`config.mk`:
```
export PLATFORM = sky130hd
export DESIGN_NAME = fcsr_unit
export DESIGN_NICKNAME = d
export VERILOG_FILES = /design/src/rtl/fcsr_pkg.sv /design/src/rtl/fcsr_write_merge.sv /design/src/rtl/fcsr_exc_merge.sv /design/src/rtl/fcsr_cc_bank.sv /design/src/rtl/fcsr_unit.sv
export SDC_FILE = /design/constraint.sdc
export NUM_CORES = 1
export LEC_CHECK = 0
export BUFFER_PORTS_ARGS = -buffer_cell sky130_fd_sc_hd__buf_2
export CAP_MARGIN = 0
export CORE_UTILIZATION = 41
export DETAILED_ROUTE_END_ITERATION = 10
export PLACE_DENSITY = 0.87
export SYNTH_ARGS = -nofsm -noshare
export SYNTH_HDL_FRONTEND = slang
export SYNTH_SLANG_ARGS = --single-unit
export TNS_END_PERCENT = 1
```
`constraint.sdc`:
```
create_clock -name clk -period 1.58 [get_ports clk]
set_input_delay 0.158 -clock clk [delete_from_list [all_inputs] [get_ports clk]]
set_output_delay 0.158 -clock clk [all_outputs]
set_load 0.02 [all_outputs]
```
`src/rtl/fcsr_pkg.sv`:
```
// Package: field layout of the floating-point control/status word and
// helpers shared by the sub-blocks. Assumes a 32-bit word with five
// IEEE exception kinds and eight condition codes.
package fcsr_pkg;
    localparam int CSR_W     = 32;
    localparam int NUM_EXC   = 5;
    localparam int NUM_CC    = 8;
    localparam int CC_IDX_W  = $clog2(NUM_CC);
    localparam int RM_W      = 2;

    // Field positions; the enable-to-cause spacing is what the trap rule uses.
    localparam int RM_LSB     = 0;
    localparam int STK_LSB    = RM_LSB + RM_W;
    localparam int ENA_LSB    = STK_LSB + NUM_EXC;
    localparam int CAU_LSB    = ENA_LSB + NUM_EXC;
    localparam int UNIMPL_BIT = CAU_LSB + NUM_EXC;
    localparam int CC0_BIT    = 23;
    localparam int FLUSH_BIT  = 24;
    localparam int CCHI_LSB   = FLUSH_BIT + 1;

    // Exception positions inside each five-bit field.
    localparam int EXC_INEXACT = 0;
    localparam int EXC_UNDER   = 1;
    localparam int EXC_OVER    = 2;
    localparam int EXC_DIVZ    = 3;
    localparam int EXC_INVAL   = 4;

    // Mask of the bits a software write may change.
    function automatic logic [CSR_W-1:0] sw_write_mask();
        logic [CSR_W-1:0] m;
        m = '0;
        m[FLUSH_BIT] = 1'b1;
        m[RM_LSB +: RM_W] = '1;
        m[STK_LSB +: NUM_EXC] = '1;
        m[ENA_LSB +: NUM_EXC] = '1;
        return m;
    endfunction
endpackage

```
`src/rtl/fcsr_write_merge.sv`:
```
// Module: merges software write data into the current status word.
// Only masked bits take the new value; all others keep the stored value.
// Assumes the caller has already decided that the write is accepted.
module fcsr_write_merge
    import fcsr_pkg::*;
#(
    parameter int W = CSR_W
) (
    input  logic [W-1:0] cur_word,
    input  logic [W-1:0] wr_word,
    output logic [W-1:0] next_word
);
    localparam logic [W-1:0] MASK = W'(sw_write_mask());

    // Bitwise select between written and retained bits.
    always_comb begin
        next_word = (wr_word & MASK) | (cur_word & ~MASK);
    end
endmodule

```
`src/rtl/fcsr_exc_merge.sv`:
```
// Module: filters the exceptions of one completed operation into new
// cause bits and compares them with the enables to find a trap.
// Assumes a fused (multiply-add) operation cannot report divide-by-zero.
module fcsr_exc_merge
    import fcsr_pkg::*;
#(
    parameter int N_EXC = NUM_EXC,
    parameter int DIVZ  = EXC_DIVZ
) (
    input  logic [N_EXC-1:0] exc_in,
    input  logic             fused,
    input  logic [N_EXC-1:0] enables,
    output logic [N_EXC-1:0] cause_out,
    output logic             trap_hit
);
    logic [N_EXC-1:0] hit;

    for (genvar i = 0; i < N_EXC; i++) begin : g_flag
        if (i == DIVZ) begin : g_divz
            // Drop divide-by-zero for fused operations.
            always_comb cause_out[i] = exc_in[i] & ~fused;
        end else begin : g_plain
            // Pass the exception through unchanged.
            always_comb cause_out[i] = exc_in[i];
        end
        // An exception traps only when its enable is set.
        always_comb hit[i] = cause_out[i] & enables[i];
    end

    // Any enabled exception requests a trap.
    always_comb trap_hit = |hit;
endmodule

```
`src/rtl/fcsr_cc_bank.sv`:
```
// Module: next-state of the condition-code bank. Writes one code selected
// by index when enabled and holds all others. Assumes at most one code
// changes per cycle.
module fcsr_cc_bank
    import fcsr_pkg::*;
#(
    parameter int N_CC  = NUM_CC,
    parameter int SEL_W = CC_IDX_W
) (
    input  logic [N_CC-1:0]  cc_cur,
    input  logic             cc_wr,
    input  logic [SEL_W-1:0] cc_idx,
    input  logic             cc_bit,
    output logic [N_CC-1:0]  cc_next
);
    for (genvar k = 0; k < N_CC; k++) begin : g_cc
        // Replace code k only when it is the addressed one.
        always_comb begin
            if (cc_wr && (cc_idx == SEL_W'(k)))
                cc_next[k] = cc_bit;
            else
                cc_next[k] = cc_cur[k];
        end
    end
endmodule

```
`src/rtl/fcsr_unit.sv`:
```
// Module: floating-point control/status register. Serves control-register
// reads and writes, takes per-operation exception results, keeps the
// cause and sticky fields, and raises trap requests. Assumes combinational
// reads, a synchronous active-low reset, and that a completed operation
// wins over a software write presented in the same cycle.
module fcsr_unit
    import fcsr_pkg::*;
#(
    parameter int IDX_W      = 5,
    parameter int STATUS_SEL = 31
) (
    input  logic                clk,
    input  logic                rst_n,
    input  logic [IDX_W-1:0]    rd_sel,
    output logic [CSR_W-1:0]    rd_data,
    input  logic                wr_en,
    input  logic [IDX_W-1:0]    wr_sel,
    input  logic [CSR_W-1:0]    wr_data,
    input  logic                op_done,
    input  logic [NUM_EXC-1:0]  op_exc,
    input  logic                op_fused,
    input  logic                cc_we,
    input  logic [CC_IDX_W-1:0] cc_sel,
    input  logic                cc_val,
    output logic                wb_enable,
    output logic                trap_req,
    output logic [RM_W-1:0]     rnd_mode,
    output logic                flush_en,
    output logic [NUM_CC-1:0]   cc_flags
);
    localparam logic [IDX_W-1:0] SEL = IDX_W'(STATUS_SEL);

    logic [CSR_W-1:0]   csr_q;
    logic [CSR_W-1:0]   wr_next;
    logic [CSR_W-1:0]   op_next;
    logic [NUM_EXC-1:0] op_cause;
    logic               op_hit;
    logic               op_trap;
    logic               status_wr;
    logic               wr_trap;
    logic [NUM_CC-1:0]  cc_cur;
    logic [NUM_CC-1:0]  cc_next;

    // Gather the scattered condition-code bits in index order.
    always_comb begin
        cc_cur[0] = csr_q[CC0_BIT];
        cc_cur[NUM_CC-1:1] = csr_q[CCHI_LSB +: NUM_CC-1];
    end

    fcsr_exc_merge #(.N_EXC(NUM_EXC), .DIVZ(EXC_DIVZ)) u_exc (
        .exc_in    (op_exc),
        .fused     (op_fused),
        .enables   (csr_q[ENA_LSB +: NUM_EXC]),
        .cause_out (op_cause),
        .trap_hit  (op_hit)
    );

    fcsr_write_merge #(.W(CSR_W)) u_wr (
        .cur_word  (csr_q),
        .wr_word   (wr_data),
        .next_word (wr_next)
    );

    fcsr_cc_bank #(.N_CC(NUM_CC), .SEL_W(CC_IDX_W)) u_cc (
        .cc_cur  (cc_cur),
        .cc_wr   (op_done & cc_we & ~op_hit),
        .cc_idx  (cc_sel),
        .cc_bit  (cc_val),
        .cc_next (cc_next)
    );

    // Trap and write-back permission for the operation in flight.
    always_comb begin
        op_trap   = op_done & op_hit;
        wb_enable = op_done & ~op_hit;
    end

    // Accept a status write only when no operation competes for the word.
    always_comb begin
        status_wr = wr_en && (wr_sel == SEL) && !op_done;
        wr_trap   = status_wr &&
                    |(wr_next[CAU_LSB +: NUM_EXC] & wr_next[ENA_LSB +: NUM_EXC]);
        trap_req  = op_trap | wr_trap;
    end

    // Build the word after an operation: new cause, merged sticky, codes.
    always_comb begin
        op_next = csr_q;
        op_next[CAU_LSB +: NUM_EXC] = op_cause;
        op_next[UNIMPL_BIT] = 1'b0;
        op_next[STK_LSB +: NUM_EXC] = csr_q[STK_LSB +: NUM_EXC] | op_cause;
        op_next[CC0_BIT] = cc_next[0];
        op_next[CCHI_LSB +: NUM_CC-1] = cc_next[NUM_CC-1:1];
    end

    // Status word storage with operation priority over software writes.
    always_ff @(posedge clk) begin
        if (!rst_n)
            csr_q <= '0;
        else if (op_done)
            csr_q <= op_next;
        else if (status_wr)
            csr_q <= wr_next;
    end

    // Combinational read port and field mirrors.
    always_comb begin
        rd_data  = (rd_sel == SEL) ? csr_q : '0;
        rnd_mode = csr_q[RM_LSB +: RM_W];
        flush_en = csr_q[FLUSH_BIT];
        cc_flags = cc_cur;
    end
endmodule

```
==> summary.md <==
| Metric | Value |
|---|---|
| Setup Skew | 0.00742 ns |
| # diodes | 0 |
| Hold Crit Class | primary input to register |
| Max-cap viol count | 0 |
| Rows | 21 |
| Area of the multi-input gates | 820 um2 |
| DR vias | 1312 |
| Final Power | 1.31 mW |
| Max Clock Freq | 0.635 GHz |
| First DRT Iteration DRCs | 31 |
| Final setup fails | 0 |
| Area leader, netlist | dfxtp_1 |
| Syn_area_per_cell | 9.33 um2 |
| Setup CP Type | register to primary output |
| Starting Density | 43.8% |
| Filler Cell Count | 323 |
| Final ANT Viol Nets | 0 |
| Library cells used by synthesis | 29 |
| Vias per inst | 4.75 |
| Ports | 102 |
| Hpwl dp | 2.51 mm |
| Largest registers | csr_q: 26 flops |
| Antenna violations before repair | 0 |
| Synth warn | 0 |
| H-tree depth | 1 |
| Status | completed |
| First-pass GRT wire length | 5.33 mm |
| TritonCTS Sinks | 26 |
| Critical path capture point type | primary output |
| Hold_sp | wr_data[1] |
| GP Congestion | 0.789 |
| Syn Inst Count | 159 |
| DRC | 0 |
| Die area | 3860 um2 |
| CTS Buf Count | 3 |
| Drt wl/cell | 12.0 um |
| Placeable Area | 3390 um2 |
| CTS root buf | clkbuf_4 |
| WP data required | 1.42 ns |
| Worst Hold Depth | 3 |
| DR pass1 iterations | 4 |
| WL final | 3.31 mm |
| CTS clk-pin slew, worst paths | 0.15 ns |
| Final net count | 288 |
| Area contributors post-synth | dfxtp_1 35%, and2_1 11%, mux2i_1 10%, buf_4 8.6%, nand2_1 3.8% |
| Hold buffer count at CTS | 0 |
| GRT Total Usage | 16.8% |
| Register area share after synthesis | 35.1% |
| Hold EP | csr_q[1]$_SDFFE_PN0P_ |
| CTS Buffer Depth | 2 |
| Power Dens Cells | 681 nW/um2 |
| Vias in the first global route | 1206 |
| Post-layout min period | 1.57 ns |
| CTS tree | done |
| Fin. max-slew vios | 0 |
| Storage cell area | 523 um2 |
| Pre-CTS worst setup slack | 0.162 ns |
| Die span in y | 62.2 um |
| R2r setup slk | 0.14 ns |
| Worst VDD drop | 551 uV |
| Fraction of layout cells with a size suffix above 1 | 43.9% |
| Crit path launch type | register |
| Synth Cell Area | 1480 um2 |
| LEAKAGE | 0.897 nW |
| Largest net degree at the start of global routing | 27 |
| Chip width | 62.2 um |
| Final worst path period share | 99.6% |
| Clk Latency, worst-skew pair | 0.32 ns |
| Crit path DAT | 1.42 ns |
| Area growth syn-to-layout | 29.6% |
| R2R Path End | csr_q[27]$_SDFFE_PN0P_ |
| R2R depth | 5 |
| IO buf count | 76 |
| Unrepaired setup endpoints after global routing | true |
| Max FFs per register | 26 |
| Share of the synthesized area in the top cell type | 35.1% |
| Grt ovf | 0 |
| Crit path max fanout | 2 |
| Worst setup margin | 0.00632 ns |
| Reg-to-Reg Start | csr_q[9]$_SDFFE_PN0P_ |
| Hold slack | 0.0771 ns |
| Yosys reg bits | 26 |
| Final hold violations | 0 |
| Biggest register | csr_q |
-- placed cells by master, fill, tap and decap left out, drive strengths merged, types with 2 or more instances in the layout --
cell / netlist / final
nor4: 2 / 2
nand4: 3 / 3
nand2: 15 / 15
nor2b: 8 / 8
o211ai: 4 / 4
buf: 18 / 85
o311ai: 2 / 2
dfxtp: 26 / 26
nand3b: 3 / 3
clkbuf: 5 / 3
a21boi: 10 / 10
o31ai: 4 / 4
a22oi: 3 / 3
and2: 26 / 26
nand3: 4 / 4
nor2: 2 / 2
mux2i: 15 / 15
o41ai: 2 / 2
conb: 1 / 6
-- worst max-delay path: stages, from the launching register on --
cell	delay [ns]
dfxtp_2	0.35
a222oi_1	0.31
nand2_1	0.09
a22o_1	0.20
buf_6	0.14
-- synthesized netlist by cell type --
library cell	instances
nand3b_1	3
o311ai_1	2
a22oi_1	1
a21boi_0	5
and3b_1	1
buf_12	1
conb_1	1
clkbuf_1	5
nor3_4	1
nor2_1	2
buf_4	17
o211ai_1	4
nor2b_1	8
and2_1	26
nand3_2	1
o41ai_1	2
nand2_1	15
dfxtp_1	26
o31ai_1	4
nand4_2	3
nor4_2	2
a22oi_2	2
mux2i_1	15
and3_1	1
inv_1	1
a22o_1	1
a222oi_1	1
nand3_1	3
a21boi_1	5
-- layer usage --
metal,track usage (%),wire (um),up-vias
li1,-,-,681
met1,20.9,1540,577
met2,29.7,1540,50
met3,4.04,195,4
met4,2.91,45,0
met5,0,0,-
-- power breakdown --
| part | total, mW | leakage [nW] | internal [mW] | switching [mW] |
|---|---|---|---|---|
| clock network | 0.460 | 0.0279 | 0.256 | 0.203 |
| registers | 0.682 | 0.212 | 0.673 | 0.00878 |
| logic | 0.168 | 0.657 | 0.0740 | 0.0938 |
| total | 1.31 | 0.897 | 1.00 | 0.306 |
-- metrics by stage --
step	cells	TNS [ns]	cell area [um2]	utilization, %
after global placement	267	0	1820	53.6
final	276	0	1920	56.7
after floorplan	164	0	1500	-
after detailed placement	267	0	1820	53.6
after global routing	276	-0.0591	1920	56.7
after CTS	275	-0.00348	1900	56.1
-- worst max path at each step --
stage                           start                      to  slack [ns]  cells after the start
2_1_floorplan   csr_q[7]$_SDFFE_PN0P_  csr_q[27]$_SDFFE_PN0P_        0.34                      4
3_3_place_gp    csr_q[7]$_SDFFE_PN0P_  csr_q[27]$_SDFFE_PN0P_        0.21                      4
3_5_place_dp    csr_q[7]$_SDFFE_PN0P_  csr_q[27]$_SDFFE_PN0P_        0.16                      4
4_1_cts        csr_q[12]$_SDFFE_PN0P_                trap_req      -0.003                      4
5_1_grt        csr_q[12]$_SDFFE_PN0P_                trap_req       -0.06                      4
6_report       csr_q[12]$_SDFFE_PN0P_                trap_req       0.006                      4
-- timing repair --
action | 4_1_cts | 5_1_grt
endpoints found under the hold margin | 0 | 0
gates resized for setup | 2 | 3
cloned | 0 | 0
pin swaps | 2 | 3
endpoints found under the setup margin | 1 | 2
buffers inserted | 4 | 1
-- cells by family after synthesis --
family | count (synthesis) | synth area share [%]
simple gates | 66 | 28.2
compound gates | 27 | 14.9
flops | 26 | 35.1
buf+inv | 24 | 11.5
mux | 15 | 10.1
other cells | 1 | 0.253
-- layout make-up --
type | count | area share (%)
clock inverters | 1 | 1.56
multi-input cells | 114 | 42.6
inverters | 1 | 0.195
well taps | 46 | 2.99
repair buffers | 85 | 24.3
clock buffers | 3 | 1.17
flip-flops and latches | 26 | 27.2
Power figures use the tool's default switching activity.
